===== src/rtl/bcs_pkg.sv =====
package bcs_pkg;

    // Transmission codes; bit 1 set means the flit carries a candidate cost
    typedef enum logic [1:0] {
        CODE_IDLE  = 2'b00,
        CODE_QUIET = 2'b01,
        CODE_FRESH = 2'b10,
        CODE_RELAY = 2'b11
    } tx_code_e;

    // Port order doubles as tie priority: lower index wins
    localparam int NUM_PORTS  = 5;
    localparam int PORT_LOCAL = 0;
    localparam int PORT_NORTH = 1;
    localparam int PORT_EAST  = 2;
    localparam int PORT_SOUTH = 3;
    localparam int PORT_WEST  = 4;

    function automatic logic code_is_candidate(input logic [1:0] code);
        return (code == CODE_FRESH) || (code == CODE_RELAY);
    endfunction

endpackage


===== src/rtl/bcs_port_qualify.sv =====
module bcs_port_qualify #(
    parameter int N_PORTS = 5
) (
    input  logic [N_PORTS-1:0][1:0] code,
    output logic [N_PORTS-1:0]      valid
);
    import bcs_pkg::*;

    // One decoder per port; quiet and idle flits never compete
    for (genvar p = 0; p < N_PORTS; p++) begin : g_port
        assign valid[p] = code_is_candidate(code[p]);
    end

endmodule


===== src/rtl/bcs_min_select.sv =====
module bcs_min_select #(
    parameter int N_PORTS = 5,
    parameter int COST_W  = 8,
    localparam int IDX_W  = (N_PORTS > 1) ? $clog2(N_PORTS) : 1
) (
    input  logic [N_PORTS-1:0]             valid,
    input  logic [N_PORTS-1:0][COST_W-1:0] cost,
    output logic                           found,
    output logic [IDX_W-1:0]               win_idx,
    output logic [COST_W-1:0]              win_cost
);
    // Linear chain: a later port only displaces the running winner when
    // strictly cheaper, which gives lower indices the tie.
    logic [N_PORTS:0]             fnd_c;
    logic [N_PORTS:0][COST_W-1:0] cost_c;
    logic [N_PORTS:0][IDX_W-1:0]  idx_c;

    assign fnd_c[0]  = 1'b0;
    assign cost_c[0] = '1;
    assign idx_c[0]  = '0;

    for (genvar p = 0; p < N_PORTS; p++) begin : g_stage
        logic take;
        assign take        = valid[p] && (!fnd_c[p] || (cost[p] < cost_c[p]));
        assign fnd_c[p+1]  = fnd_c[p] | valid[p];
        assign cost_c[p+1] = take ? cost[p] : cost_c[p];
        assign idx_c[p+1]  = take ? IDX_W'(p) : idx_c[p];
    end

    assign found    = fnd_c[N_PORTS];
    assign win_idx  = idx_c[N_PORTS];
    assign win_cost = cost_c[N_PORTS];

endmodule


===== src/rtl/bestcost_mesh_switch.sv =====
module bestcost_mesh_switch #(
    parameter int COST_W  = 8,
    parameter int VLIST_W = 16
) (
    input  logic               clk,
    input  logic               rst_n,
    input  logic [1:0]         pe_code,
    input  logic [COST_W-1:0]  pe_cost,
    input  logic [VLIST_W-1:0] pe_vlist,
    input  logic [1:0]         north_code,
    input  logic [COST_W-1:0]  north_cost,
    input  logic [VLIST_W-1:0] north_vlist,
    input  logic [1:0]         east_code,
    input  logic [COST_W-1:0]  east_cost,
    input  logic [VLIST_W-1:0] east_vlist,
    input  logic [1:0]         south_code,
    input  logic [COST_W-1:0]  south_cost,
    input  logic [VLIST_W-1:0] south_vlist,
    input  logic [1:0]         west_code,
    input  logic [COST_W-1:0]  west_cost,
    input  logic [VLIST_W-1:0] west_vlist,
    output logic [1:0]         out_code,
    output logic [COST_W-1:0]  out_cost,
    output logic [VLIST_W-1:0] out_vlist
);
    import bcs_pkg::*;

    localparam int NP    = NUM_PORTS;
    localparam int IDX_W = $clog2(NP);

    typedef struct packed {
        logic [COST_W-1:0]  best;
        logic [1:0]         code;
        logic [COST_W-1:0]  cost;
        logic [VLIST_W-1:0] vlist;
    } sw_state_t;

    // Gather ports into arrays in priority order
    logic [NP-1:0][1:0]         code_a;
    logic [NP-1:0][COST_W-1:0]  cost_a;
    logic [NP-1:0][VLIST_W-1:0] vlist_a;

    assign code_a[PORT_LOCAL]  = pe_code;
    assign code_a[PORT_NORTH]  = north_code;
    assign code_a[PORT_EAST]   = east_code;
    assign code_a[PORT_SOUTH]  = south_code;
    assign code_a[PORT_WEST]   = west_code;
    assign cost_a[PORT_LOCAL]  = pe_cost;
    assign cost_a[PORT_NORTH]  = north_cost;
    assign cost_a[PORT_EAST]   = east_cost;
    assign cost_a[PORT_SOUTH]  = south_cost;
    assign cost_a[PORT_WEST]   = west_cost;
    assign vlist_a[PORT_LOCAL] = pe_vlist;
    assign vlist_a[PORT_NORTH] = north_vlist;
    assign vlist_a[PORT_EAST]  = east_vlist;
    assign vlist_a[PORT_SOUTH] = south_vlist;
    assign vlist_a[PORT_WEST]  = west_vlist;

    logic [NP-1:0]     valid;
    logic              found;
    logic [IDX_W-1:0]  win_idx;
    logic [COST_W-1:0] win_cost;

    bcs_port_qualify #(.N_PORTS(NP)) u_qual (
        .code  (code_a),
        .valid (valid)
    );

    bcs_min_select #(.N_PORTS(NP), .COST_W(COST_W)) u_min (
        .valid    (valid),
        .cost     (cost_a),
        .found    (found),
        .win_idx  (win_idx),
        .win_cost (win_cost)
    );

    sw_state_t st_d, st_q;

    always_comb begin
        st_d = st_q;
        if (found && (win_cost < st_q.best)) begin
            st_d.best  = win_cost;
            st_d.cost  = win_cost;
            st_d.vlist = vlist_a[win_idx];
            st_d.code  = (win_idx == IDX_W'(PORT_LOCAL)) ? CODE_FRESH : CODE_RELAY;
        end else if (found) begin
            st_d.code  = CODE_QUIET;
        end else begin
            st_d.code  = CODE_IDLE;
        end
    end

    always_ff @(posedge clk or negedge rst_n) begin
        if (!rst_n) begin
            st_q.best  <= '1;
            st_q.code  <= CODE_IDLE;
            st_q.cost  <= '1;
            st_q.vlist <= '0;
        end else begin
            st_q <= st_d;
        end
    end

    logic [COST_W-1:0] best_q;
    assign best_q    = st_q.best;
    assign out_code  = st_q.code;
    assign out_cost  = st_q.cost;
    assign out_vlist = st_q.vlist;

endmodule


===== config.mk =====
export PLATFORM = sky130hd
export DESIGN_NAME = bestcost_mesh_switch
export DESIGN_NICKNAME = d
export VERILOG_FILES = /design/src/rtl/bcs_pkg.sv /design/src/rtl/bcs_port_qualify.sv /design/src/rtl/bcs_min_select.sv /design/src/rtl/bestcost_mesh_switch.sv
export SDC_FILE = /design/constraint.sdc
export NUM_CORES = 1
export LEC_CHECK = 0
export BUFFER_PORTS_ARGS = -buffer_cell sky130_fd_sc_hd__buf_2
export CAP_MARGIN = 0
export CORE_MARGIN = 2
export CORE_UTILIZATION = 45
export DETAILED_ROUTE_END_ITERATION = 16
export PLACE_DENSITY = 0.82
export SYNTH_ARGS = -nofsm -noshare
export SYNTH_HDL_FRONTEND = slang
export SYNTH_SLANG_ARGS = --single-unit
export TNS_END_PERCENT = 20

===== constraint.sdc =====
create_clock -name clk -period 3.1 [get_ports clk]
set_input_delay 0.62 -clock clk [delete_from_list [all_inputs] [get_ports clk]]
set_output_delay 0.62 -clock clk [all_outputs]
set_load 0.005 [all_outputs]

; ---- Word-level counts from Yosys, hierarchy flattened
; Cells that the tools add are included.
[classes]
order_cmp = 6
eq_ne = 10
mux = 14
bitwise = 4
n_reduce_logical = 19
[op_table]
columns = op, n
row1 = 16-bit binary-select mux with 3-bit select, 1
row2 = 8-bit less-than comparator, 5
row3 = 8-bit two-way mux, 5
row4 = "2-bit == test, second input constant", 10
row5 = 16-bit two-way mux, 1
row6 = 1-bit logical OR, 9
row7 = 3-bit two-way mux, 3
row8 = 1-bit logical AND, 5
row9 = 1-bit zero test, 4
row10 = "3-bit by 4-bit less-than comparator with 1-bit output, second input constant", 1
row11 = 1-bit bitwise OR, 4
row12 = 3-bit zero test, 1
row13 = 1-bit two-way mux, 3
row14 = 2-bit two-way mux, 1
[word_totals]
regBits = 26
out_inout_bits = 26
word_cells = 56

; ---- Depth between registers and ports, before layout
; Gate-level depths: netlist (run 1).
[logic_depth]
depth_word = 22
mapped_depth = 53

; ---- Cells and area by module
; From an unflattened synthesis (run 1), not the netlist that was laid out.
[hier_totals]
cells_unflattened = 335
area_unflattened_um2 = 3158.0
[by_module_without_submodules]
columns = module, instances, cells_each, area_each_um2, seq_area_each_um2
row1 = bestcost_mesh_switch, 1, 139, 1700.4, 660.6
row2 = bcs_min_select, 1, 191, 1438.9, 0.0
row3 = bcs_port_qualify, 1, 5, 18.8, 0.0

; ---- Worst setup path after synthesis (run 1)
; No wires, ideal clock.
[synth_path]
kind = input -> register
from = in pe_code[1]
to = reg st_q, in the netlist out_cost[0]
setup_ns = 0.082
arrival_ns = 9.741
t_required_ns = 3.018
path_slack_ns = -6.723
path_stages = 50
n_path_buf = 6
cell_sequence = buf_4 -> nor2b_1 -> ha_1 -> nand2_1 -> o21ai_0 -> o21ai_0 -> a32oi_4 -> clkbuf_1 -> nor2_1 -> a21oi_1 -> inv_1 -> ha_1 -> a21o_1 -> a21o_1 -> a21o_1 -> a221o_1 -> o31ai_1 -> a21oi_1 -> (+14 left out) -> ha_1 -> a2111oi_0 -> nand2_1 -> o32a_4 -> buf_6 -> mux2i_1 -> ha_1 -> a21o_1 -> a21oi_1 -> nor2_1 -> nor2_1 -> nand2_1 -> or3b_2 -> o32a_1 -> o21ai_2 -> o21ai_4 -> inv_4 -> mux2_4
[synth_lines]
columns = item, line
row1 = "start, declared", bestcost_mesh_switch.sv:7  ; input logic [1:0] pe_code,
row2 = "end signal, assigned", bestcost_mesh_switch.sv:100  ; st_q <= st_d;
row3 = "end, declared", bestcost_mesh_switch.sv:77  ; sw_state_t st_d, st_q;

==> impl_metrics.json, run 1 <==
{
  "routed_via_density": 5.897,
  "syn_area_per_cell_sq_um": 8.805,
  "cts_buffer_depth": 2,
  "path_clk_slew_ns": 0.10,
  "cts-root-buf": "clkbuf_8",
  "synthesis.area_sq_um": 3276,
  "cts_buffers": 3,
  "overflow": 0,
  "final_area_sq_um": 5633,
  "ir_drop_mv": 0.4596,
  "worstPathRequired_ns": 3.31,
  "critical_path_class": "input port to flip-flop",
  "hp-class": "input port to asynchronous set/reset pin",
  "grt_pass1_vias": 4226,
  "cp_max_fo": 7,
  "n_antenna_cell": 0,
  "synthFlopType": "dfrtp_1",
  "synth_edf_count": 0,
  "yosys.area.top_type": "dfrtp_1",
  "cp-start-kind": "input port",
  "start_util": 0.4590,
  "synth_cell_types": 65,
  "wl_per_cell_um": 19.30,
  "crit_path_frequent_cell": "a21o_1",
  "relSlewSlack": 0.6071,
  "die-area_sq_um": 7978,
  "drt-total-wl_mm": 14.05,
  "synth-async-reset-ratio": 1.000,
  "leakage_uw": 0.002816,
  "synthMuxAreaShare": 0.1681,
  "die_h_um": 89.32,
  "placed_cell_area_sq_um": 4911,
  "crit_family": "compound AO/OA/AOI/OAI gates",
  "io_buffers": 152,
  "first_pass_iters": 5,
  "synth_compound_area_frac": 0.2945,
  "syn_nets": 533,
  "worstPathArrival_ns": 9.72,
  "setup_tns_ns": -164.63,
  "rsz0062_at_grt": "true",
  "failed_checks": "negative setup slack",
  "power_density_nw_per_um2": 684.9,
  "ant_nets": 0,
  "dp_hpwl_mm": 9.075,
  "synth_top_family_by_area": "compound AO/OA/AOI/OAI gates",
  "status": "finished with violations",
  "drt_iter0_markers": 279,
  "area_growth_pct": 71.96,
  "cpPeakStageDelay_ns": 0.44,
  "grt_max_degree": 27,
  "crit_buf_inv": 7,
  "globalplace.congestion": 0.9419,
  "cts_max_level": 1,
  "synth_top_area_share": 0.1375,
  "setup_ws_ns": -6.412,
  "core_sq_um": 7137,
  "numClockSinks": 26,
  "vias": 4293,
  "endpoint_kind": "flip-flop",
  "synth_fa_ha_area_frac": 0.1169,
  "synth_cells": 372,
  "grt.total_usage": 0.3131,
  "io_pins": 158,
  "finalClockSkew_ns": 0.01212,
  "nFillCells": 438,
  "drive_above_1_share": 0.6169,
  "die_x_um": 89.32,
  "cp_slowest_cell": "a2111oi_4",
  "yosys.area_share.xor_xnor": 0,
  "min_period_over_period": 3.068,
  "max_freq_ghz": 0.1051,
  "worst_slew_pin_slew_ns": 0.5893,
  "synth-warning-count": 0,
  "synth_seq_area_share": 0.2017,
  "grt_pass1_wl_mm": 19.42,
  "setup_viol": 26,
  "synth_area_leaders": "dfrtp_1 14%, ha_1 11%, mux2i_1 7.6%",
  "final_nets": 791,
  "cts_tree": "yes",
  "rows": 31,
  "hold_viol": 0,
  "fin_crit_ns": 9.512,
  "yosys.area_share.simple": 0.1471,
  "drv_slew": 0,
  "drc": 0,
  "antenna_found_initial": 0,
  "synth-seq-cells": 26,
  "cap_violations": 0,
  "clk_latency_ns": 0.27
}
[sequential cells by signal (all words and copies together), names as in the netlist]
register,flops
out_cost,8
out_vlist,16
out_code,2
[cells in the mapped netlist (5+ instances only)]
| master | n |
|---|---|
| o221ai_1 | 11 |
| a32o_1 | 5 |
| a22o_1 | 13 |
| ha_1 | 29 |
| dfrtp_1 | 18 |
| a221oi_1 | 5 |
| or3_1 | 11 |
| nand4_1 | 5 |
| a21o_1 | 10 |
| nor2_1 | 22 |
| a222oi_1 | 5 |
| mux2i_1 | 25 |
| nor2b_1 | 13 |
| inv_1 | 41 |
| clkbuf_1 | 11 |
| o21ai_0 | 9 |
| a21oi_1 | 20 |
| mux2_4 | 8 |
| nand2_1 | 20 |
| dfstp_2 | 8 |
| mux2_2 | 16 |
[what timing repair did]
| item | in CTS | in global routing |
|---|---|---|
| buffers inserted | 18 | 8 |
| hold buffers | 0 | 0 |
| endpoints found under the setup margin | 26 | 26 |
| cloned | 3 | 0 |
| resized for setup | 50 | 31 |
| pin swaps | 47 | 37 |
[metrics by stage]
| stage | power [uW] | hold WS [ns] | cells | setup slack, ns | util |
|---|---|---|---|---|---|
| 6_report | 3858 | 0.3337 | 728 | -6.412 | 0.7893 |
| 5_1_grt | 4084 | 0.3699 | 728 | -6.631 | 0.7893 |
| 4_1_cts | 3559 | 0.3450 | 720 | -5.758 | 0.7518 |
| 3_5_place_dp | 2990 | 0.4858 | 695 | -6.418 | 0.6881 |
| 3_3_place_gp | 2884 | 0.4866 | 695 | -6.054 | 0.6881 |
| 2_1_floorplan | 2145 | 0.3244 | 372 | -6.179 | - |
[worst paths after layout]
| path | from | end | slack [ns] | depth (start not counted) |
|---|---|---|---|---|
| max | pe_code[1] | out_cost[5] | -6.41 | 44 |
| min in group clk | out_vlist[15] | out_vlist[15] | 0.51 | 1 |
| min reg2reg | out_vlist[15] | out_vlist[15] | 0.51 | 1 |
| max in group asynchronous | rst_n | out_vlist[1] | 2.37 | 1 |
| max reg2reg | out_cost[2] | out_cost[5] | 0.14 | 13 |
| min | rst_n | out_vlist[11] | 0.33 | 1 |
[layer usage]
metal	share of wire	global-route usage
met5	0	0
met4	0.040	0.1262
met3	0.067	0.02955
met2	0.51	0.5980
met1	0.38	0.3524
[final cells by class]
cell class	instances	area, sq um	area share
clock inverter	1	30.03	0.005331
tap	99	123.9	0.02199
timing repair inverter	1	7.507	0.001333
sequential	26	660.6	0.1173
inverter	42	160.2	0.02843
timing repair buffer	267	1685	0.2992
multi-input combinational	289	2924	0.5191
clock buffer	3	41.29	0.007330
[logic make-up (layout without fill, tap and decap cells)]
group | Yosys count | count (layout)
and+or+nand+nor | 91 | 91
muxes | 49 | 49
AOI/OAI and AO/OA | 117 | 118
adders and majority gates | 31 | 31
DFF | 26 | 26
buffers and inverters | 58 | 314
[layout by cell type (no fill, tap or decap), types with 8 or more instances in the layout]
cell        n
ha_1       15
o221ai_1   11
a21o_1     10
a21oi_1     8
nand2_1    17
nor2b_1     8
dfrtp_1    18
a22o_1     13
nor2_1     15
buf_4     106
ha_4       12
mux2_2     13
dfstp_2     8
inv_1      40
mux2_4     11
mux2i_1    15
buf_2     151
or3_1      11
a21oi_2     9
[power breakdown]
group          internal [uW]  leakage, uW  switching [uW]
Clock                    173    0.0000357             110
Combinational           1510      0.00249            1380
Sequential               570     0.000292             120
Total                   2250      0.00282            1610
Note: power is estimated with default switching activity, not from simulation.
==> inputs of run 2 (changes only) <==
BUFFER_PORTS_ARGS = -buffer_cell sky130_fd_sc_hd__buf_4   (was -buffer_cell sky130_fd_sc_hd__buf_2)
CORE_UTILIZATION = 48   (was 45)
GPL_TIMING_DRIVEN = 0   (was not set)
PLACE_DENSITY = 0.87   (was 0.82)
==> impl_metrics.json, run 2 (synthesized netlist as in run 1, its figures left out) <==
{
  "die_x_um": 86.61,
  "setup_tns_ns": -169.83,
  "globalplace.congestion": 0.9281,
  "ant_nets": 0,
  "power_density_nw_per_um2": 683.5,
  "grt_max_degree": 27,
  "antenna_found_initial": 0,
  "wl_per_cell_um": 20.42,
  "drive_above_1_share": 0.5546,
  "finalClockSkew_ns": 0.007299,
  "vias": 4100,
  "n_antenna_cell": 0,
  "failed_checks": "negative setup slack",
  "cts_tree": "yes",
  "hold_viol": 0,
  "start_util": 0.4903,
  "final_cell_mix": "196 x buf_4, 39 x inv_1, 19 x mux2i_1, 18 x nor2_1, 18 x dfrtp_1",
  "critical_path_class": "input port to flip-flop",
  "crit_buf_inv": 9,
  "cpPeakStageDelay_ns": 0.43,
  "setup_ws_ns": -6.634,
  "min_period_over_period": 3.140,
  "relSlewSlack": 0.4575,
  "reg2reg_slack_ns": 0.21,
  "ir_drop_mv": 0.2835,
  "drv_slew": 0,
  "crit_family": "compound AO/OA/AOI/OAI gates",
  "postCtsHoldBufs": 0,
  "drt_iter0_markers": 291,
  "final_common_cell": "buf_4",
  "dp_hpwl_mm": 8.854,
  "largest_reg_flops": 16,
  "routed_via_density": 6.240,
  "rows": 30,
  "overflow": 0,
  "io_pins": 158,
  "cp_num_cells": 49,
  "drc": 0,
  "grt_pass1_vias": 3887,
  "worst_slew_pin_slew_ns": 0.8063,
  "status": "finished with violations",
  "grt_pass1_wl_mm": 18.48,
  "post-place-cells": 604,
  "leakage_uw": 0.002646,
  "die-area_sq_um": 7501,
  "cts_max_level": 1,
  "rsz0062_at_grt": "true",
  "io_buffers": 152,
  "core_sq_um": 6681,
  "drt-total-wl_mm": 13.42,
  "cp_slowest_cell": "or3b_4",
  "r2r_cells": 13,
  "cts-root-buf": "clkbuf_8",
  "die_h_um": 86.61,
  "endpoint_kind": "flip-flop",
  "numClockSinks": 26,
  "first_pass_iters": 5,
  "crit_path_frequent_cell": "a21o_1",
  "clk_latency_ns": 0.27,
  "finalNonFillerCells": 657,
  "area_growth_pct": 65.36,
  "path_clk_slew_ns": 0.09,
  "grt.total_usage": 0.3081,
  "worstPathArrival_ns": 9.92,
  "hp-class": "input port to asynchronous set/reset pin",
  "max_freq_ghz": 0.1027,
  "cp_max_fo": 8,
  "worstPathRequired_ns": 3.29,
  "cp-start-kind": "input port",
  "final_nets": 739,
  "setup_viol": 26,
  "cts_buffers": 3,
  "fin_crit_ns": 9.734,
  "cap_violations": 0,
  "cts_buffer_depth": 2
}
run 2: worst paths after layout:
check,end,from
worst max-delay path,out_cost[2],pe_code[1]
worst min-delay path,out_vlist[12],rst_n
worst max register to register,out_cost[2],out_cost[2]
worst min register to register,out_vlist[1],out_vlist[1]
max in group asynchronous,out_cost[0],rst_n
min in group clk,out_vlist[1],out_vlist[1]
run 2: stage by stage:
| stage | instance area (sq um) | hold slack (ns) | util | setup slack (ns) | total power, uW |
|---|---|---|---|---|---|
| global placement | 4696 | 0.4908 | 0.7028 | -7.267 | 2797 |
| CTS | 5197 | 0.2530 | 0.7779 | -6.143 | 3419 |
| detailed placement | 4696 | 0.4991 | 0.7028 | -7.442 | 2890 |
| finish | 5416 | 0.2485 | 0.8107 | -6.634 | 3702 |
| global route | 5416 | 0.2609 | 0.8107 | -6.905 | 3912 |
| floorplan | 3455 | 0.3244 | - | -6.179 | 2145 |
run 2: layout make-up:
type,count,area [sq um]
Inverter,42,162.7
Multi-Input combinational cell,289,2800
Clock buffer,4,45.04
Buffer,16,135.1
Timing Repair Buffer,199,1505
Fill cell,380,1265
Tap cell,80,100.1
Timing Repair inverter,1,7.507
Sequential cell,26,660.6
run 2: timing repair:
action                     in CTS  in global routing
gates resized for setup        38                 28
setup endpoints to repair      26                 26
buffers inserted               36                 10
gates cloned                    3                  0
pin swaps                      36                 30
run 2: routing by layer:
metal | vias to the layer above | wire [um] | GRT usage
met4 | 0 | 596 | 0.09517
met2 | 267 | 6999 | 0.5867
met1 | 1936 | 4824 | 0.3534
met3 | 71 | 997 | 0.04000
li1 | 1826 | - | -
met5 | - | 0 | 0
run 2: worst register-to-register path: cells and delay by family (launching register included):
kind / cells / cell delay (ns)
buffers and inverters: 2 / 0.22
muxes: 1 / 0.32
and+or+nand+nor: 4 / 0.70
adders and majority gates: 1 / 0.21
DFF: 1 / 0.57
AOI/OAI and AO/OA: 5 / 0.79
run 2: where the power goes:
part | total [uW] | leakage (uW) | switching [uW] | internal (uW)
combinational | 2810 | 0.00233 | 1320 | 1490
clock | 189 | 0.0000228 | 97.4 | 91.8
sequential | 702 | 0.000292 | 131 | 571
==> inputs of run 3 (changes only) <==
CELL_PAD_IN_SITES_DETAIL_PLACEMENT = 0   (was not set)
CELL_PAD_IN_SITES_GLOBAL_PLACEMENT = 1   (was not set)
CORE_UTILIZATION = 34   (was 48)
PLACE_DENSITY = 0.86   (was 0.87)
clock period = 9.4 ns   (was 3.1 ns; I/O delays follow)
==> impl_metrics.json, run 3 (synthesized netlist as in run 1, its figures left out) <==
{
  "status": "finished with violations",
  "failed_checks": "negative setup slack",
  "worstReg2RegStart": "out_cost[2]",
  "max_freq_ghz": 0.09421,
  "cts_buffer_depth": 2,
  "hold_viol": 0,
  "power_density_nw_per_um2": 213.5,
  "rsz0062_at_grt": "true",
  "final_nets": 747,
  "postCtsHoldBufs": 0,
  "vias": 3697,
  "cts_max_level": 1,
  "grt_max_degree": 27,
  "dr_wl_met2_mm": 5.998,
  "drc": 0,
  "finalNonFillerCells": 714,
  "start_util": 0.3528,
  "hp-class": "flip-flop to flip-flop",
  "min_period_over_period": 1.129,
  "setup_ws_ns": -1.215,
  "path_clk_slew_ns": 0.09,
  "reg2reg_to": "out_cost[2]",
  "grt.total_usage": 0.2092,
  "drive_above_1_share": 0.5556,
  "area_growth_pct": 69.90,
  "pre_cts_slack_ns": -2.556,
  "wl_per_cell_um": 16.25,
  "setup_viol": 26,
  "worstPathArrival_ns": 10.82,
  "crit_family": "compound AO/OA/AOI/OAI gates",
  "overflow": 0,
  "finalClockSkew_ns": 0.003788,
  "r2r_cells": 13,
  "post-place-cells": 653,
  "rows": 35,
  "reg2reg_slack_ns": 6.59,
  "routedLengthMet1_mm": 4.728,
  "io_buffers": 152,
  "whs_endpoint": "out_vlist[1]",
  "grt_pass1_wl_mm": 17.55,
  "crit_buf_inv": 8,
  "drt_iter0_markers": 93,
  "worst_slew_pin_slew_ns": 0.6677,
  "largest_reg_flops": 16,
  "n_antenna_cell": 0,
  "finish.utilization": 0.5995,
  "min_path_cells": 1,
  "whs_ns": 0.5161,
  "grt_pass1_vias": 3696,
  "cp_max_fo": 8,
  "clk_latency_ns": 0.27,
  "antenna_found_initial": 0,
  "cts-root-buf": "clkbuf_8",
  "die-area_sq_um": 10440,
  "fin_crit_ns": 10.61,
  "cp_num_cells": 51,
  "endpoint_kind": "flip-flop",
  "ir_drop_mv": 0.1056,
  "cap_violations": 0,
  "die_h_um": 102.2,
  "drt-total-wl_mm": 11.60,
  "wl_met3_um": 575,
  "cp_slowest_cell": "o32a_4",
  "die_x_um": 102.2,
  "critical_path_class": "input port to flip-flop",
  "p_total_uw": 1188,
  "dp_hpwl_mm": 8.999,
  "min-delay-start": "out_vlist[1]",
  "cpPeakStageDelay_ns": 0.46,
  "core_sq_um": 9284,
  "drv_slew": 0,
  "final_cell_mix": "205 x buf_4, 40 x inv_1, 22 x mux2i_1, 18 x nor2_1, 18 x dfrtp_1",
  "first_pass_iters": 4,
  "cts_tree": "yes",
  "cp-start-kind": "input port",
  "routed_via_density": 5.178,
  "relSlewSlack": 0.5508,
  "worstPathRequired_ns": 9.60,
  "io_pins": 158,
  "final_common_cell": "buf_4",
  "nFillCells": 849,
  "globalplace.congestion": 0.8487,
  "crit_path_frequent_cell": "a21o_1",
  "leakage_uw": 0.002693,
  "routed.top_layer": "met4",
  "numClockSinks": 26,
  "cts_buffers": 3,
  "ant_nets": 0
}
-- run 3: changes by cell type in the layout (fill, tap and decap cells not counted), sizes merged --
cell / delta
buf: +10
clkbuf: -3
bufinv: +1
-- run 3: area by class of cell --
cell class / count / area, sq um / area share
sequential: 26 / 660.6 / 0.1187
clock inverter: 1 / 30.03 / 0.005396
buffer: 15 / 117.6 / 0.02113
clock buffer: 3 / 41.29 / 0.007419
timing repair buffer: 208 / 1570 / 0.2821
tap: 129 / 161.4 / 0.02900
multi-input combinational: 289 / 2816 / 0.5061
inverter: 42 / 160.2 / 0.02878
timing repair inverter: 1 / 7.507 / 0.001349
-- run 3: repair_timing --
item / CTS / global route
pin swaps: 36 / 27
setup endpoints to repair: 26 / 26
resized for setup: 39 / 25
gates cloned: 3 / 0
setup buffers: 44 / 11
-- run 3: worst register-to-register path: stages (launching register included) --
cell        delay, ns
dfstp_2          0.57
inv_1            0.07
ha_4             0.21
a21o_1           0.15
a21oi_1          0.11
nor2_1           0.05
nor2_1           0.12
nand2_2          0.10
or3b_4           0.43
o32a_1           0.21
o21ai_4          0.11
o21ai_4          0.15
clkinvlp_4       0.16
mux2_4           0.31
-- run 3: how the worst max path moves through the flow --
stage          slack (ns)       start       endpoint
3_3_place_gp        -2.36  pe_code[1]    out_cost[7]
5_1_grt             -1.59  pe_code[1]    out_cost[2]
4_1_cts             -1.12  pe_code[1]    out_cost[0]
6_report            -1.21  pe_code[1]    out_cost[2]
3_5_place_dp        -2.56  pe_code[1]  out_vlist[13]
2_1_floorplan       -1.14  pe_code[1]    out_cost[0]
-- run 3: power breakdown --
part / switching (uW) / internal (uW) / total [uW]
clock network: 35.9 / 57.0 / 92.9
registers: 38.1 / 188 / 226
logic: 392 / 478 / 869
total: 466 / 723 / 1190
-- run 3: layer usage --
| layer | track usage | up-vias |
|---|---|---|
| met5 | 0 | - |
| met4 | 0.05026 | 0 |
| met3 | 0.02394 | 22 |
| met2 | 0.3801 | 117 |
| met1 | 0.2643 | 1713 |
| li1 | - | 1845 |
-- run 3: metrics by stage --
stage,area (sq um),TNS (ns)
6_report,5565,-29.18
5_1_grt,5565,-38.97
4_1_cts,5321,-26.82
3_5_place_dp,4757,-63.66
3_3_place_gp,4757,-59.02
2_1_floorplan,3455,-27.62
